[config.mk]
export PLATFORM = sky130hd
export DESIGN_NAME = hostdma_port
export DESIGN_NICKNAME = d
export VERILOG_FILES = /design/src/rtl/hostdma_pkg.sv /design/src/rtl/hostdma_sync.sv /design/src/rtl/hostdma_fifo.sv /design/src/rtl/hostdma_port.sv
export SDC_FILE = /design/constraint.sdc
export NUM_CORES = 1
export LEC_CHECK = 0
export ABC_AREA = 1
export BUFFER_PORTS_ARGS = -buffer_cell sky130_fd_sc_hd__buf_2
export CAP_MARGIN = 0
export CORE_ASPECT_RATIO = 1.5
export CORE_UTILIZATION = 35
export DETAILED_ROUTE_END_ITERATION = 10
export SLEW_MARGIN = 20
export SYNTH_ARGS = -nofsm -noshare
export SYNTH_HDL_FRONTEND = slang
export SYNTH_HIERARCHICAL = 1
export SYNTH_SLANG_ARGS = --single-unit
[constraint.sdc]
create_clock -name clk -period 5.86 [get_ports clk]
set_clock_uncertainty 0.1 [all_clocks]
set_input_delay 1.172 -clock clk [delete_from_list [all_inputs] [get_ports clk]]
set_output_delay 1.172 -clock clk [all_outputs]
set_load 0.01 [all_outputs]
[src/rtl/hostdma_pkg.sv]
package hostdma_pkg;
  localparam int HW = 16;

  typedef struct packed {
    logic irq_mode;
    logic big;
    logic wide;
    logic dir;
  } ctrl_t;

  function automatic logic [HW-1:0] swap16(input logic [HW-1:0] v);
    return {v[7:0], v[15:8]};
  endfunction
endpackage

[src/rtl/hostdma_sync.sv]
module hostdma_sync #(
  parameter int STAGES = 2
) (
  input  logic clk,
  input  logic rst,
  input  logic async_in,
  output logic level,
  output logic fall
);
  logic [STAGES:0] sh;

  always_ff @(posedge clk) begin
    if (rst) sh <= '0;
    else     sh <= {sh[STAGES-1:0], async_in};
  end

  assign level = sh[STAGES-1];
  assign fall  = sh[STAGES] & ~sh[STAGES-1];
endmodule

[src/rtl/hostdma_fifo.sv]
module hostdma_fifo #(
  parameter int W     = 16,
  parameter int DEPTH = 8
) (
  input  logic                       clk,
  input  logic                       rst,
  input  logic                       flush,
  input  logic                       push,
  input  logic [W-1:0]               wdata,
  input  logic                       pop,
  output logic [W-1:0]               rdata,
  output logic [$clog2(DEPTH):0]     count,
  output logic                       full,
  output logic                       empty
);
  localparam int AW = $clog2(DEPTH);
  localparam int CW = AW + 1;

  logic [W-1:0]  mem [DEPTH];
  logic [AW-1:0] wp, rp;
  logic          push_ok, pop_ok;

  assign full    = (count == CW'(DEPTH));
  assign empty   = (count == '0);
  assign push_ok = push & ~full;
  assign pop_ok  = pop & ~empty;
  assign rdata   = mem[rp];

  always_ff @(posedge clk) begin
    if (push_ok) mem[wp] <= wdata;
  end

  always_ff @(posedge clk) begin
    if (rst || flush) begin
      wp    <= '0;
      rp    <= '0;
      count <= '0;
    end else begin
      if (push_ok) wp <= wp + 1'b1;
      if (pop_ok)  rp <= rp + 1'b1;
      count <= count + CW'(push_ok) - CW'(pop_ok);
    end
  end
endmodule

[src/rtl/hostdma_port.sv]
module hostdma_port
  import hostdma_pkg::*;
#(
  parameter int DEPTH       = 8,
  parameter int SYNC_STAGES = 2
) (
  input  logic          clk,
  input  logic          rst,
  input  logic          cfg_en,
  input  logic          hp_cs_n,
  input  logic          hp_rd_n,
  input  logic          hp_wr_n,
  input  logic          hp_addr,
  input  logic [15:0]   hp_din,
  output logic [15:0]   hp_dout,
  output logic          hp_ack,
  output logic          hp_irq,
  output logic          dma_out_valid,
  input  logic          dma_out_ready,
  output logic [15:0]   dma_out_data,
  input  logic          dma_in_valid,
  output logic          dma_in_ready,
  input  logic [15:0]   dma_in_data
);
  localparam int CW = $clog2(DEPTH) + 1;
  localparam int SW = 4 + CW + 1;

  // strobe synchronization
  logic wr_act, rd_act, wr_lvl, rd_lvl, wr_end, rd_end;
  assign wr_act = ~hp_cs_n & ~hp_wr_n;
  assign rd_act = ~hp_cs_n & ~hp_rd_n;

  hostdma_sync #(.STAGES(SYNC_STAGES)) u_wsync (
    .clk(clk), .rst(rst), .async_in(wr_act), .level(wr_lvl), .fall(wr_end));
  hostdma_sync #(.STAGES(SYNC_STAGES)) u_rsync (
    .clk(clk), .rst(rst), .async_in(rd_act), .level(rd_lvl), .fall(rd_end));

  // capture of address/data while the strobe is held
  logic          lat_waddr, lat_raddr;
  logic [HW-1:0] lat_wdata;
  always_ff @(posedge clk) begin
    if (rst) begin
      lat_waddr <= 1'b0;
      lat_raddr <= 1'b0;
      lat_wdata <= '0;
    end else begin
      if (wr_act) begin
        lat_waddr <= hp_addr;
        lat_wdata <= hp_din;
      end
      if (rd_act) lat_raddr <= hp_addr;
    end
  end

  // control
  ctrl_t ctrl, new_ctrl;
  logic  en_q, ctrl_wr, data_wr, data_rd, flush;
  assign new_ctrl = ctrl_t'(lat_wdata[3:0]);
  assign ctrl_wr  = wr_end & cfg_en & ~lat_waddr;
  assign data_wr  = wr_end & cfg_en & lat_waddr & ~ctrl.dir;
  assign data_rd  = rd_end & cfg_en & lat_raddr & ctrl.dir;
  assign flush    = ~cfg_en | (ctrl_wr & (new_ctrl.dir != ctrl.dir));

  always_ff @(posedge clk) begin
    if (rst) begin
      ctrl <= '0;
      en_q <= 1'b0;
    end else begin
      en_q <= cfg_en;
      if (ctrl_wr) ctrl <= new_ctrl;
    end
  end

  // FIFO
  logic [HW-1:0] fifo_wdata, head;
  logic [CW-1:0] fifo_count;
  logic          fifo_push, fifo_pop, full, empty;
  logic          host_push, host_pop;

  hostdma_fifo #(.W(HW), .DEPTH(DEPTH)) u_fifo (
    .clk(clk), .rst(rst), .flush(flush),
    .push(fifo_push), .wdata(fifo_wdata),
    .pop(fifo_pop), .rdata(head),
    .count(fifo_count), .full(full), .empty(empty));

  // host write packing
  logic          wpend;
  logic [7:0]    wbuf;
  logic [HW-1:0] in_word;
  always_comb begin
    if (ctrl.wide) in_word = ctrl.big ? swap16(lat_wdata) : lat_wdata;
    else           in_word = ctrl.big ? {wbuf, lat_wdata[7:0]} : {lat_wdata[7:0], wbuf};
  end
  assign host_push = data_wr & (ctrl.wide | wpend) & ~full;

  always_ff @(posedge clk) begin
    if (rst || ctrl_wr || !cfg_en) begin
      wpend <= 1'b0;
      wbuf  <= '0;
    end else if (data_wr && !ctrl.wide && !full) begin
      wpend <= ~wpend;
      if (!wpend) wbuf <= lat_wdata[7:0];
    end
  end

  // host read unpacking
  logic          rpend;
  logic [7:0]    first_b, second_b;
  logic [HW-1:0] view;
  assign first_b  = ctrl.big ? head[15:8] : head[7:0];
  assign second_b = ctrl.big ? head[7:0]  : head[15:8];
  assign view     = ctrl.wide ? (ctrl.big ? swap16(head) : head)
                              : {8'h00, (rpend ? second_b : first_b)};
  assign host_pop = data_rd & ~empty & (ctrl.wide | rpend);

  always_ff @(posedge clk) begin
    if (rst || ctrl_wr || !cfg_en) rpend <= 1'b0;
    else if (data_rd && !ctrl.wide && !empty) rpend <= ~rpend;
  end

  // internal stream side
  assign dma_out_valid = ~ctrl.dir & ~empty;
  assign dma_out_data  = head;
  assign dma_in_ready  = ctrl.dir & en_q & ~full;

  assign fifo_push  = ctrl.dir ? (dma_in_valid & dma_in_ready) : host_push;
  assign fifo_wdata = ctrl.dir ? dma_in_data : in_word;
  assign fifo_pop   = ctrl.dir ? host_pop : (dma_out_valid & dma_out_ready);

  // registered host outputs
  logic          burst;
  logic [HW-1:0] status;
  assign burst  = ctrl.dir ? full : empty;
  assign status = {{(HW-SW){1'b0}}, burst, fifo_count, ctrl};

  always_ff @(posedge clk) begin
    if (rst) begin
      hp_dout <= '0;
      hp_ack  <= 1'b0;
      hp_irq  <= 1'b0;
    end else begin
      hp_dout <= hp_addr ? view : status;
      hp_ack  <= cfg_en & (ctrl.irq_mode | (ctrl.dir ? ~empty : ~full));
      hp_irq  <= cfg_en & ctrl.irq_mode & burst;
    end
  end
endmodule

==> impl_results.md <==
* CP max FO at 32
* Hold Path Origin: u_rsync/sh[0]
* # diodes at 0
* Final Max Slew Viols at 0
* Post-DR vias/cell at 4.813
* Die W at 134.8 µm
* Clk buf depth at 2
* Fin Setup TNS at 0 ns
* Mapped Nets at 1,161
* CP required at 4.59 ns
* Row count at 72
* Initial antenna violation count at 0
* CP Capture Type: output pin
* Max-cap violations at 0
* First-pass GRT wire length at 36.86 mm
* PnR worst setup slack at 2.123 ns
* Initial Util at between 30% and 40%
* GRT Overall Usage at 18.18%
* Router iterations before antenna repair at 5
* Hold path depth at 2
* # DRC at 0
* FF-to-FF path depth at 12
* Register area share after synthesis at around 57%
* Worst Max-Slew Pin Slew at between 0.9 and 1 ns
* TritonCTS buffer count at 17
* Status: complete, no violations
* F_max at 267.6 MHz
* Worst R2R End: u_fifo/count[1]
* Routed Wire Length at 23.67 mm
* Pre-CTS setup slack at 2.145 ns
* Critical Path Most Common Cell: nand2_1
* H-tree Lvls at 4
* Largest net degree at the start of global routing at 65
* Routed len/inst at 15.57 µm
* Critical Path AT at roughly 2.5 ns
* Mapped Cells at 1,112
* Syn Area/Cell at approximately 8.3 µm²
* R2r setup slk at 2.71 ns
* HPWL Detailed at 15.87 mm
* Max_slew headroom at 38.31%
* CTS clock-pin slew for the worst setup and hold paths at 0.07 ns
* Pwr/cell area at 262.4 nW/µm²
* Die height at 201.2 µm
* 1st-iter DRT viols at between 300 and 400
* Tcrit/Tclk final at 63.76%
* Reg-to-reg startpoint: ctrl[0]
* I/O pin count at 77
* Critical path depth at 8
* Post-synthesis register bit count at 198
* Synth Cell Area at roughly 9300 µm²
* Crit path largest cell delay at 0.56 ns
* Post_cts resized at 0
* Routed Antenna Nets at 0
* Die Area at around 27,000 µm²
* Number of synthesis warnings at 6
* Vias in the first global route at 6,939
* Post-synth ARST share at 0%
* Clock latency on the worst-skew pair at roughly 0.43 ns
* Critical path's top delay family: buffers and inverters
* Gr ovfl total at 0
* DR vias at 7,316
* CTS tree: yes
* Synth cell types at 31
* Share of layout cells above drive strength 1 at 12.47%
* Cts hold-fix bufs at 0
* Post-CTS Setup Repair Bufs at 0
* Final Wtd Congestion at 0.8209
* Worst Hold Class: flip-flop to flip-flop
* Critical path's slowest cell: dfxtp_1
* Crit Path Class: flip-flop to output pin
* Max rail drop VDD at 160.2 µV
* CP bufs+invs at 4
* Number of synthesized flops with an enable pin at 128
* Final setup vio count at 0
* Main synth FF type: edfxtp_1
* Area Growth Syn to Fin at 13.01%
* Unrepaired setup endpoints after global routing: false
* Fin. Hold Viols at 0
* CP cell instances: buf_4 > inv_1 > buf_4 > nand3_1 > nand2_1 > nand2_1 > nand2_1 > buf_2
* CTS Sinks at ~200
* I/O Buffers at 76
* CTS root buffer: clkbuf_16
* Worst Hold Path EP: u_rsync/sh[1]
* Min cycle time layout at 3.737 ns
* Fin nets at approximately 1.2k
* Leak Pwr at 4.693 nW
* Core ar. at between 20,000 and 30,000 µm²
* Critical path startpoint category: flip-flop
==> cells by family (layout without fill, tap and decap cells) <==
| kind of cell | after synthesis | after routing | share of synthesized area, % |
|---|---|---|---|
| AO/OA/AOI/OAI | 88 | 88 | 5.228 |
| XOR/XNOR | 1 | 1 | 0.09457 |
| adder cells (fa/ha/maj) | 8 | 8 | 1.162 |
| buffers and inverters | 221 | 296 | 10.43 |
| flip-flops | 198 | 198 | 56.63 |
| AND/OR/NAND/NOR | 596 | 596 | 26.46 |
==> tightest hold or removal path: cells and delay by family (launching register included) <==
kind / cells / cell delay, ns
flops: 1 / 0.30
buf+inv: 1 / 0.04
simple gates: 1 / 0.03
==> cells in the mapped netlist (7+ instances only) <==
master      n  area, µm²
buf_6      12      135.1
nor2_1     65      244.0
o211ai_1   16      120.1
clkbuf_1    8      30.03
inv_1     165      619.3
a21oi_1    34      170.2
ha_1        7      87.58
nand3_1    98      490.5
dfxtp_1    70       1401
nand4_1     9      56.30
buf_2      23      115.1
o21ai_0    30      150.1
edfxtp_1  128       3844
nand2_1   402       1509
==> state kept, by name (all words and copies together) (netlist names), 3 cells and up, named ones only <==
register and flops:
lat_wdata 16, u_rsync/sh 3, u_fifo/mem 128, hp_dout 16
u_fifo/count 4, u_fifo/rp 3, u_fifo/wp 3, wbuf 8
u_wsync/sh 3, ctrl 4
==> cell usage in the layout (no fill, tap or decap), drive strengths merged <==
master	netlist	routed
buf	41	92
dfxtp	70	70
nand3b	2	2
bufinv	0	1
nor2	72	72
fa	1	1
or2	4	4
nand2	404	404
clkinv	1	5
a31oi	1	1
nor3	5	5
o211ai	16	16
edfxtp	128	128
inv	171	177
a21oi	34	34
xor2	1	1
o21ai	36	36
nand4	9	9
a21boi	1	1
clkbuf	8	21
nand3	100	100
ha	7	7
==> per-stage QoR <==
stage | instance area, µm² | power [mW] | utilization (%) | std cells | hold slack [ns]
floorplan | 9263 | 1.587 | - | 1112 | 0.2883
global placement | 9883 | 1.628 | 38.23 | 1488 | 0.2903
detailed placement | 9883 | 1.629 | 38.23 | 1488 | 0.2988
CTS | 10470 | 2.770 | 40.48 | 1520 | 0.3095
global route | 10470 | 2.833 | 40.49 | 1520 | 0.3323
finish | 10470 | 2.746 | 40.49 | 1520 | 0.3063
==> layout make-up <==
cell class | count | area, µm²
clock inverters | 11 | 111.4
flip-flops and latches | 198 | 5246
fillers | 2564 | 15390
repair buffers | 92 | 500.5
inverters | 172 | 649.4
multi-input cells | 693 | 3072
clock buffers | 21 | 471.7
well taps | 333 | 416.7
==> where the power goes <==
part           internal [mW]  switching, mW
logic                 0.0303         0.0622
clock network          0.633          0.516
registers               1.50        0.00904
==> worst max path at each step <==
stage,start,end,slack (ns)
2_1_floorplan,cfg_en,u_fifo/mem[6][0],2.14
3_3_place_gp,cfg_en,u_fifo/count[1],2.18
3_5_place_dp,cfg_en,u_fifo/count[1],2.14
4_1_cts,flip-flop,dma_out_data[7],2.07
5_1_grt,flip-flop,dma_out_data[7],1.97
6_report,flip-flop,dma_out_data[7],2.12
==> per-layer routing <==
layer	up-vias	routed length [µm]	global-route usage, %
li1	3633	-	-
met1	3445	9271	20.22
met2	185	12450	32.70
met3	53	964	2.771
met4	0	977	9.952
met5	-	0	0
Power figures use the tool's default switching activity.
